**src/rtl/sched_pkg.sv**
```systemverilog
package sched_pkg;

  // Number of set bits in a word (slot occupancy count).
  function automatic int unsigned ones32(input logic [31:0] v);
    int unsigned n;
    n = 0;
    for (int i = 0; i < 32; i++) if (v[i]) n++;
    return n;
  endfunction

  // Position of the lowest clear bit (first free slot), 32 when none.
  function automatic int unsigned first_zero32(input logic [31:0] v);
    for (int i = 0; i < 32; i++) if (!v[i]) return i;
    return 32;
  endfunction

endpackage

```
**src/rtl/sched_inspect.sv**
```systemverilog
module sched_inspect #(
  parameter int NS = 8
) (
  input  logic          clk,
  input  logic          rst_n,
  input  logic [NS-1:0] set_ev,
  input  logic [NS-1:0] clr,
  output logic [NS-1:0] inspect_q
);

  always_ff @(posedge clk) begin
    if (!rst_n) inspect_q <= '0;
    else        inspect_q <= (inspect_q & ~clr) | set_ev;
  end

  // an event always leaves the flag raised after the edge
  p_set_event_r2: assert property (@(posedge clk) disable iff (!rst_n)
    (|set_ev) |=> ((inspect_q & $past(set_ev)) == $past(set_ev)));

endmodule

```
**src/rtl/sched_prio_sel.sv**
```systemverilog
module sched_prio_sel #(
  parameter int NS = 8,
  parameter int PW = 4,
  localparam int SW = $clog2(NS)
) (
  input  logic          clk,
  input  logic          rst_n,
  input  logic          cfg_we,
  input  logic [SW-1:0] cfg_stage,
  input  logic [PW-1:0] cfg_prio,
  input  logic [NS-1:0] cand,
  output logic          pick_valid,
  output logic [SW-1:0] pick_stage
);

  logic [PW-1:0] prio [NS];

  always_ff @(posedge clk) begin
    if (!rst_n) begin
      for (int i = 0; i < NS; i++) prio[i] <= PW'(i);
    end else if (cfg_we) begin
      prio[cfg_stage] <= cfg_prio;
    end
  end

  // Scan upward; only a strictly larger value replaces, so ties keep the lower index.
  always_comb begin
    logic [PW-1:0] best_p;
    pick_valid = 1'b0;
    pick_stage = '0;
    best_p     = '0;
    for (int i = 0; i < NS; i++) begin
      if (cand[i] && (!pick_valid || prio[i] > best_p)) begin
        pick_valid = 1'b1;
        pick_stage = SW'(i);
        best_p     = prio[i];
      end
    end
  end

  // the pick is always one of the candidates
  p_pick_is_cand_r3: assert property (@(posedge clk) disable iff (!rst_n)
    pick_valid |-> cand[pick_stage]);

endmodule

```
**src/rtl/sched_slot_pool.sv**
```systemverilog
module sched_slot_pool
  import sched_pkg::*;
#(
  parameter int NC    = 4,
  parameter int NSLOT = 24,
  parameter int NS    = 8,
  localparam int CW = $clog2(NC),
  localparam int LW = $clog2(NSLOT),
  localparam int SW = $clog2(NS)
) (
  input  logic          clk,
  input  logic          rst_n,
  input  logic          alloc_valid,
  input  logic [SW-1:0] alloc_stage,
  input  logic          done_valid,
  input  logic [CW-1:0] done_core,
  input  logic [LW-1:0] done_slot,
  output logic          any_free,
  output logic [CW-1:0] pick_core,
  output logic [LW-1:0] pick_slot,
  output logic          done_hit,
  output logic [SW-1:0] done_stage
);

  logic [NSLOT-1:0] occ     [NC];
  logic [NSLOT-1:0] occ_nxt [NC];
  logic [SW-1:0]    owner   [NC][NSLOT];
  logic             slot_ok;

  // Least-loaded core that still has room, then its lowest free slot.
  always_comb begin
    int unsigned best_l;
    any_free  = 1'b0;
    pick_core = '0;
    best_l    = NSLOT;
    for (int c = 0; c < NC; c++) begin
      int unsigned l;
      l = ones32(32'(occ[c]));
      if (l < NSLOT && (!any_free || l < best_l)) begin
        any_free  = 1'b1;
        pick_core = CW'(c);
        best_l    = l;
      end
    end
    pick_slot = LW'(first_zero32(32'(occ[pick_core])));
  end

  assign slot_ok    = int'(done_slot) < NSLOT;
  assign done_hit   = done_valid && slot_ok && occ[done_core][done_slot];
  assign done_stage = owner[done_core][done_slot];

  always_comb begin
    for (int c = 0; c < NC; c++) begin
      occ_nxt[c] = occ[c];
      if (done_hit && done_core == CW'(c)) occ_nxt[c][done_slot] = 1'b0;
      if (alloc_valid && pick_core == CW'(c)) occ_nxt[c][pick_slot] = 1'b1;
    end
  end

  always_ff @(posedge clk) begin
    if (!rst_n) begin
      for (int c = 0; c < NC; c++) occ[c] <= '0;
    end else begin
      for (int c = 0; c < NC; c++) occ[c] <= occ_nxt[c];
    end
  end

  always_ff @(posedge clk) begin
    if (alloc_valid) owner[pick_core][pick_slot] <= alloc_stage;
  end

  // an allocation never targets an occupied slot
  p_alloc_free_slot_r6: assert property (@(posedge clk) disable iff (!rst_n)
    alloc_valid |-> (any_free && !occ[pick_core][pick_slot]));

  // the allocated slot reads busy on the following cycle
  p_alloc_marks_r6: assert property (@(posedge clk) disable iff (!rst_n)
    alloc_valid |=> occ[$past(pick_core)][$past(pick_slot)]);

  // a full machine allows no allocation
  p_full_no_alloc_r9: assert property (@(posedge clk) disable iff (!rst_n)
    !any_free |-> !alloc_valid);

endmodule

```
**src/rtl/stage_dispatch_sched.sv**
```systemverilog
module stage_dispatch_sched #(
  parameter int NUM_STAGES = 8,
  parameter int NUM_CORES  = 4,
  parameter int SLOTS      = 24,
  parameter int PRIO_W     = 4,
  localparam int SW = $clog2(NUM_STAGES),
  localparam int CW = $clog2(NUM_CORES),
  localparam int LW = $clog2(SLOTS)
) (
  input  logic                  clk,
  input  logic                  rst_n,
  input  logic                  cfg_we,
  input  logic [SW-1:0]         cfg_stage,
  input  logic [PRIO_W-1:0]     cfg_prio,
  input  logic [NUM_STAGES-1:0] in_arrive,
  input  logic [NUM_STAGES-1:0] out_consumed,
  input  logic [NUM_STAGES-1:0] in_avail,
  input  logic [NUM_STAGES-1:0] out_space,
  input  logic                  done_valid,
  input  logic [CW-1:0]         done_core,
  input  logic [LW-1:0]         done_slot,
  output logic                  disp_valid,
  output logic [SW-1:0]         disp_stage,
  output logic [CW-1:0]         disp_core,
  output logic [LW-1:0]         disp_slot,
  output logic                  cmt_valid,
  output logic [SW-1:0]         cmt_stage,
  output logic [CW-1:0]         cmt_core,
  output logic [LW-1:0]         cmt_slot,
  output logic [NUM_STAGES-1:0] inspect_bits
);

  logic [NUM_STAGES-1:0] inspect_q, runnable, hold_mask, cand, clr_vec, set_vec;
  logic                  pick_valid, any_free, dispatch, done_hit;
  logic [SW-1:0]         pick_stage, done_stage;
  logic [CW-1:0]         pick_core;
  logic [LW-1:0]         pick_slot;

  assign runnable  = in_avail & out_space;
  // The stage reserved last cycle sits out one edge while its queue levels settle.
  assign hold_mask = disp_valid ? (NUM_STAGES'(1) << disp_stage) : '0;
  assign cand      = inspect_q & runnable & ~hold_mask;
  assign clr_vec   = any_free ? (inspect_q & ~runnable & ~hold_mask) : '0;
  assign set_vec   = in_arrive | out_consumed;
  assign dispatch  = any_free & pick_valid;

  sched_inspect #(.NS(NUM_STAGES)) u_inspect (
    .clk       (clk),
    .rst_n     (rst_n),
    .set_ev    (set_vec),
    .clr       (clr_vec),
    .inspect_q (inspect_q)
  );

  sched_prio_sel #(.NS(NUM_STAGES), .PW(PRIO_W)) u_prio (
    .clk        (clk),
    .rst_n      (rst_n),
    .cfg_we     (cfg_we),
    .cfg_stage  (cfg_stage),
    .cfg_prio   (cfg_prio),
    .cand       (cand),
    .pick_valid (pick_valid),
    .pick_stage (pick_stage)
  );

  sched_slot_pool #(.NC(NUM_CORES), .NSLOT(SLOTS), .NS(NUM_STAGES)) u_pool (
    .clk         (clk),
    .rst_n       (rst_n),
    .alloc_valid (dispatch),
    .alloc_stage (pick_stage),
    .done_valid  (done_valid),
    .done_core   (done_core),
    .done_slot   (done_slot),
    .any_free    (any_free),
    .pick_core   (pick_core),
    .pick_slot   (pick_slot),
    .done_hit    (done_hit),
    .done_stage  (done_stage)
  );

  always_ff @(posedge clk) begin
    if (!rst_n) begin
      disp_valid <= 1'b0;
      disp_stage <= '0;
      disp_core  <= '0;
      disp_slot  <= '0;
      cmt_valid  <= 1'b0;
      cmt_stage  <= '0;
      cmt_core   <= '0;
      cmt_slot   <= '0;
    end else begin
      disp_valid <= dispatch;
      disp_stage <= pick_stage;
      disp_core  <= pick_core;
      disp_slot  <= pick_slot;
      cmt_valid  <= done_hit;
      cmt_stage  <= done_stage;
      cmt_core   <= done_core;
      cmt_slot   <= done_slot;
    end
  end

  assign inspect_bits = inspect_q;

  // a dispatch pulse names a stage that was flagged and runnable
  p_disp_from_cand_r3: assert property (@(posedge clk) disable iff (!rst_n)
    disp_valid |-> ((($past(inspect_q & runnable)) >> disp_stage) & NUM_STAGES'(1)) != '0);

  // no stage is dispatched on two consecutive edges
  p_no_back_to_back_r5: assert property (@(posedge clk) disable iff (!rst_n)
    disp_valid |=> !(disp_valid && disp_stage == $past(disp_stage)));

  // a commit only follows a completion strobe
  p_cmt_after_done_r7: assert property (@(posedge clk) disable iff (!rst_n)
    cmt_valid |-> $past(done_valid));

endmodule

```
**config.mk**
```make
export PLATFORM = sky130hd
export DESIGN_NAME = stage_dispatch_sched
export DESIGN_NICKNAME = d
export VERILOG_FILES = /design/src/rtl/sched_pkg.sv /design/src/rtl/sched_inspect.sv /design/src/rtl/sched_prio_sel.sv /design/src/rtl/sched_slot_pool.sv /design/src/rtl/stage_dispatch_sched.sv
export SDC_FILE = /design/constraint.sdc
export NUM_CORES = 1
export LEC_CHECK = 0
export BUFFER_PORTS_ARGS = -buffer_cell sky130_fd_sc_hd__buf_4
export CAP_MARGIN = 20
export CELL_PAD_IN_SITES_DETAIL_PLACEMENT = 2
export CELL_PAD_IN_SITES_GLOBAL_PLACEMENT = 2
export CORE_ASPECT_RATIO = 0.75
export CORE_MARGIN = 2
export CORE_UTILIZATION = 30
export CTS_CLUSTER_DIAMETER = 30
export CTS_CLUSTER_SIZE = 12
export DETAILED_ROUTE_END_ITERATION = 10
export PLACE_DENSITY_LB_ADDON = 0.1
export SLEW_MARGIN = 20
export SYNTH_ARGS = -nofsm -noshare
export SYNTH_HDL_FRONTEND = slang
export SYNTH_SLANG_ARGS = --single-unit
```
**constraint.sdc**
```tcl
create_clock -name clk -period 26.8 [get_ports clk]
set_input_delay 5.36 -clock clk [delete_from_list [all_inputs] [get_ports clk]]
set_output_delay 5.36 -clock clk [all_outputs]
set_load 0.05 [all_outputs]
```
Yosys cells after proc, flatten, opt, wreduce, memory -nomap -nowiden:

Memory sizes are Yosys's and may differ from the RTL's.
Index checks and enable logic that the tools add are counted.

* add/subtract/negate cells: 92
* muxes and demuxes: 915
* shift-type cells: 1
* $lt $le $gt $ge: 22
* bitwise logic cells: 27
* reductions and logical operators: 46
* eq/ne operators: 6

Operators by type and width (count)
* 32-bit two-way mux: 95
* 32-bit by 1-bit adder with 32-bit output, second input constant: 88
* 5-bit two-way mux: 140
* 1-bit two-way mux: 639
* 24-bit two-way mux: 12
* 32-bit by 5-bit < comparator with 1-bit output, second input constant: 4
* 24-bit bitwise AND: 4
* 32-bit < comparator: 3
* 24-bit OR: 4
* 72-bit two-way mux: 1
* 8-bit bitwise AND: 6
* 4-bit two-way mux: 8
* 4-bit greater-than comparator: 7
* 3-bit two-way mux: 8
* 24-bit inverter: 1
* 8-bit inverter: 3
* 1-bit logical AND: 23
* 8-bit two-way mux: 2
* 8-bit OR: 2
* 3-bit binary-select mux with 5-bit select: 1
* 3-bit demux with 5-bit select: 1
* 6-bit greater-or-equal comparator, second input constant: 2
* 5-bit by 6-bit < comparator with 1-bit output, second input constant: 2
* 5-bit inverter with 6-bit output: 2
* other kinds (16): 51

* memories: 3
* word-level logic and storage cells: 1121
* bits in registers: 30
* RAM bits: 416
* input port bits: 50
* output and inout bits: 30

Memory list
* u_pool.owner: words 4, width 72, rd ports 1, clocked after memory_dff 0, write ports 1, RTL line sched_slot_pool.sv:27 `logic [SW-1:0] owner [NC][NSLOT];`
* u_pool.occ: words 4, width 24, rd ports 6, clocked after memory_dff 0, write ports 4, RTL line sched_slot_pool.sv:25 `logic [NSLOT-1:0] occ [NC];`
* u_prio.prio: words 8, width 4, rd ports 8, clocked after memory_dff 0, write ports 8, RTL line sched_prio_sel.sv:16 `logic [PW-1:0] prio [NS];`

Logic depth before layout (Yosys ltp):

An unclocked memory read counts as a cell.

* depth after elaboration: 568
* mapped depth: 135
* mapped depth without buffers: 123

Hierarchy:

A second synthesis with hierarchy kept.

* cells, all modules: 4005
* area total of the unflattened synthesis: 38200.4 µm²

By module, submodules not included
* sched_slot_pool: cells each 3628, seq. area each 10570.1 µm², times used 1, area each 34346.7 µm²
* sched_prio_sel: cells each 260, seq. area each 960.9 µm², times used 1, area each 2611.3 µm²
* stage_dispatch_sched: cells each 92, seq. area each 440.4 µm², times used 1, area each 904.6 µm²
* sched_inspect: cells each 25, seq. area each 160.2 µm², times used 1, area each 337.8 µm²

Least setup slack after synthesis:

Ideal clock, no wire load.

* path type: register -> register
* start point: mem u_pool.occ[0][0]
* end point: mem u_pool.owner[1][0] (netlist bit), enable pin
* clock period less this slack: 23150 ps
* path slack: 3650 ps
* arrival time: 22805 ps
* data required time: 26455 ps
* setup time: 345 ps
* cell stages (with the launch flop): 120
* cell sequence: dfxtp_1 -> inv_1 -> ha_1 -> xor3_2 -> ha_1 -> nand2_1 -> o31ai_2 -> ha_1 -> inv_1 -> nand2_1 -> o21a_1 -> ha_1 -> nor2b_1 -> a311o_1 -> o32a_1 -> inv_1 -> ha_1 -> mux2_2 -> [84 not listed] -> nand2_1 -> o21ai_0 -> ha_1 -> a21o_1 -> a21oi_1 -> and3_1 -> o221ai_1 -> a21bo_2 -> o211ai_1 -> nor2_1 -> or4b_1 -> buf_2 -> nor4b_4 -> inv_2 -> or4_4 -> or2_0 -> buf_2 -> nor3_1

RTL lines (RTL line)
* start: declaration: sched_slot_pool.sv:25
* end: declaration: sched_slot_pool.sv:27

==> impl_results.md <==
- Status: finished, final reports clean
- Lkg Pwr: 0.0168 uW
- Critical Path RT: 27.22 ns
- Vias in the first global route: 33,500
- Post-synthesis sequential area ratio: 0.328
- Drt total wl: 149,000 um
- CTS sink count: 446
- Syn Area/Cell: 9.56 um^2
- R2R cell count: 114
- Router iterations before antenna repair: 8
- Tot GR Track Use: 0.236
- Fin nets: 4,265
- Number of I/O pins: 80
- Routed wire per std cell: 25.8 um
- Post-CTS Hold Buffers: 0
- Kind of critical path: flop to flop
- Synth async-reset ratio: 0
- Tot Pwr: 2530 uW
- Num CTS Buffers: 110
- Worst VDD drop: 0.0000535 V
- Count leader, synth: nand2_1
- Detailed router's first-iteration violation count: 2,333
- Relative slew slack: 0.355
- Worst hold endpoint: u_inspect.inspect_q[3]$_SDFF_PN0_
- Post-synth EDFFs: 320
- RR Endpoint: u_pool.owner[1][33]$_DFFE_PP_
- Post-synth top cells: nand2_1, edfxtp_1, nor2_1, o21ai_0, xnor2_1
- Skew final: 0.0421 ns
- Post-route ant nets: 0
- P&R area growth vs syn: 19.0%
- Die width: 409 um
- Placed Cells: 5,545
- Post-Syn Area: 36,900 um^2
- Min-delay src: u_inspect.inspect_q[3]$_SDFF_PN0_
- WP buf/inv: 11
- Main synth FF type: edfxtp_1
- Hold depth: 2
- Vias per Instance: 5.56
- Max_cap viols: 0
- Worst Hold Class: flop to flop
- Post-synth top area share: 0.260
- Worst-margin pin slew: 0.966 ns
- Clk pin slew, worst setup/hold paths: 0.05 ns
- Largest net degree at the start of global routing: 84
- CTS tree: yes
- Reg-to-reg startpoint: u_pool.occ[0][1]$_SDFF_PN0_
- CTS root buffer: clkbuf_16
- DPL Wire Length: 114,000 um
- Die Height: 308 um
- Worst setup SP type: flop
- Hold Vio Cnt, Final: 0
- Final Worst Setup Slack: 1.70 ns
- CP dominant cell by count: ha_1
- Initial antenna violation count: 6
- Final slew viol count: 0
- Largest area contributor in the netlist: edfxtp_1
- Final core occ: 0.360
- Final GP Congestion: 0.876
- Core Rows: 111
- Synth Warn #: 0
- Layout Cells excl Fill: 5,761
- Dpl ws: 0.162 ns
- Delay-heaviest family, CP: compound AO/OA/AOI/OAI gates
- Placed inst area: 39,700 um^2
- Slack of the worst reg-to-reg path: 1.70 ns
- Die footprint: 126,000 um^2
- Top post-synthesis cells by area: edfxtp_1, dfxtp_1, mux4_2
- DRC violations left: 0
- Critical Path AT: 25.52 ns
- Core Box Area: 122,000 um^2
- F_max: 39.8 MHz
- Post-Synthesis Cells: 3,865
- Period utilisation layout: 0.937
- GR Overflow Total: 0
- First-pass GRT wire length: 226,000 um
- CP Capture Type: flop
- Cell area power density: 57.4 nW/um^2
- CP max stage delay: 0.60 ns
- Via count: 32,000
- Netlist cell types: 122
- Max Buffers Root-to-Sink: 3
- Seq cells post-synth: 446
- Port Buffer Count: 79
- Design Area, Final: 44,000 um^2
- Crit Path Max Fanout: 13
- # setup viols final: 0
- Final min period: 25.10 ns
- H-Tree Depth: 3
- Layout cells sized above 1: 0.159
- Skew-Pair Late Insertion Delay: 0.72 ns
- Initial Utilization: 0.302
- Slowest-stage cell, CP: xor3_2
[cell usage in the layout, fill, tap and decap left out, types with 22 or more instances in the layout]
cell type,instances
a211oi_1,28
a21o_1,26
a21oi_1,179
a31oi_1,33
and2_1,64
and3_1,47
buf_4,162
clkbuf_16,112
conb_1,102
dfxtp_1,126
edfxtp_1,320
ha_1,190
inv_1,138
mux2_2,43
mux2i_1,64
mux4_2,108
nand2_1,357
nand2b_1,75
nand3_1,122
nand4_1,46
nor2_1,269
nor2b_1,50
nor3_1,86
nor3b_1,22
nor4_1,26
o211ai_1,89
o21a_1,53
o21ai_0,204
o22ai_1,38
o31ai_1,34
or2_2,30
or3_1,38
xnor2_1,194
xnor3_1,40
xor2_1,101
[worst max-delay path by stage]
stage	startpoint	endpoint	slack [ns]	cells after the start
CTS	u_pool.occ[0][1]$_SDFF_PN0_	u_pool.owner[1][1]$_DFFE_PP_	0.12	111
detailed placement	u_pool.occ[0][0]$_SDFF_PN0_	u_pool.owner[1][2]$_DFFE_PP_	0.16	111
finish	u_pool.occ[0][1]$_SDFF_PN0_	u_pool.owner[1][33]$_DFFE_PP_	1.70	114
global placement	u_pool.occ[0][0]$_SDFF_PN0_	u_pool.owner[0][45]$_DFFE_PP_	0.81	112
global route	u_pool.occ[0][0]$_SDFF_PN0_	u_pool.owner[1][3]$_DFFE_PP_	-0.03	110
floorplan	u_pool.occ[0][0]$_SDFF_PN0_	u_pool.owner[1][0]$_DFFE_PP_	3.65	119
[logic make-up after synthesis]
family | share of synthesized area
buffers and inverters | 0.0381
muxes | 0.0978
other | 0.000203
DFF | 0.328
xor gates and xnor gates | 0.116
adders and majority gates | 0.0652
AOI/OAI and AO/OA | 0.169
and+or+nand+nor | 0.186
[flip-flops by register name, indices dropped and copies added, names as in the netlist]
register             count
u_pool.owner           288
cmt_core                 2
cmt_slot                 5
u_inspect.inspect_q      8
u_prio.prio             32
disp_valid               1
cmt_stage                3
u_pool.occ              96
disp_core                2
disp_slot                5
disp_stage               3
cmt_valid                1
[worst min-delay path, stage by stage, from the launching register on]
cell	delay, ns
dfxtp_1	0.32
o21ai_0	0.07
a21oi_1	0.06
[layout make-up]
cell class	count	area, um^2
Antenna cell	1	2.50
Timing Repair Buffer	166	1280
Clock inverter	73	963
Clock buffer	136	2990
Inverter	143	537
Fill cell	13400	78300
Multi-Input combinational cell	3158	24000
Sequential cell	446	12100
Tap cell	1638	2050
[metrics by stage]
| stage | setup TNS, ns | hold WS, ns |
|---|---|---|
| 2_1_floorplan | 0 | 0.480 |
| 3_3_place_gp | 0 | 0.493 |
| 3_5_place_dp | 0 | 0.505 |
| 4_1_cts | 0 | 0.511 |
| 5_1_grt | -0.388 | 0.541 |
| 6_report | 0 | 0.500 |
[per-layer routing]
metal  vias up  GRT usage  wire (um)
met1     16300      0.357      75100
li1      14700          -          -
met3       201     0.0398       8290
met4         2     0.0555       3500
met2       775      0.345      62100
met5         -          0         13
[power breakdown]
group / switching, uW / leakage [uW] / internal [uW] / total (uW)
clock network: 467 / 0.00192 / 942 / 1410
registers: 8.30 / 0.00393 / 764 / 773
logic: 232 / 0.0110 / 112 / 343
total: 707 / 0.0168 / 1820 / 2530
[repair_timing]
action                                  in CTS  in global routing
gates resized for setup                      0                 49
buffers inserted                             0                  6
endpoints found under the setup margin       0                389
Power figures use the tool's default switching activity.
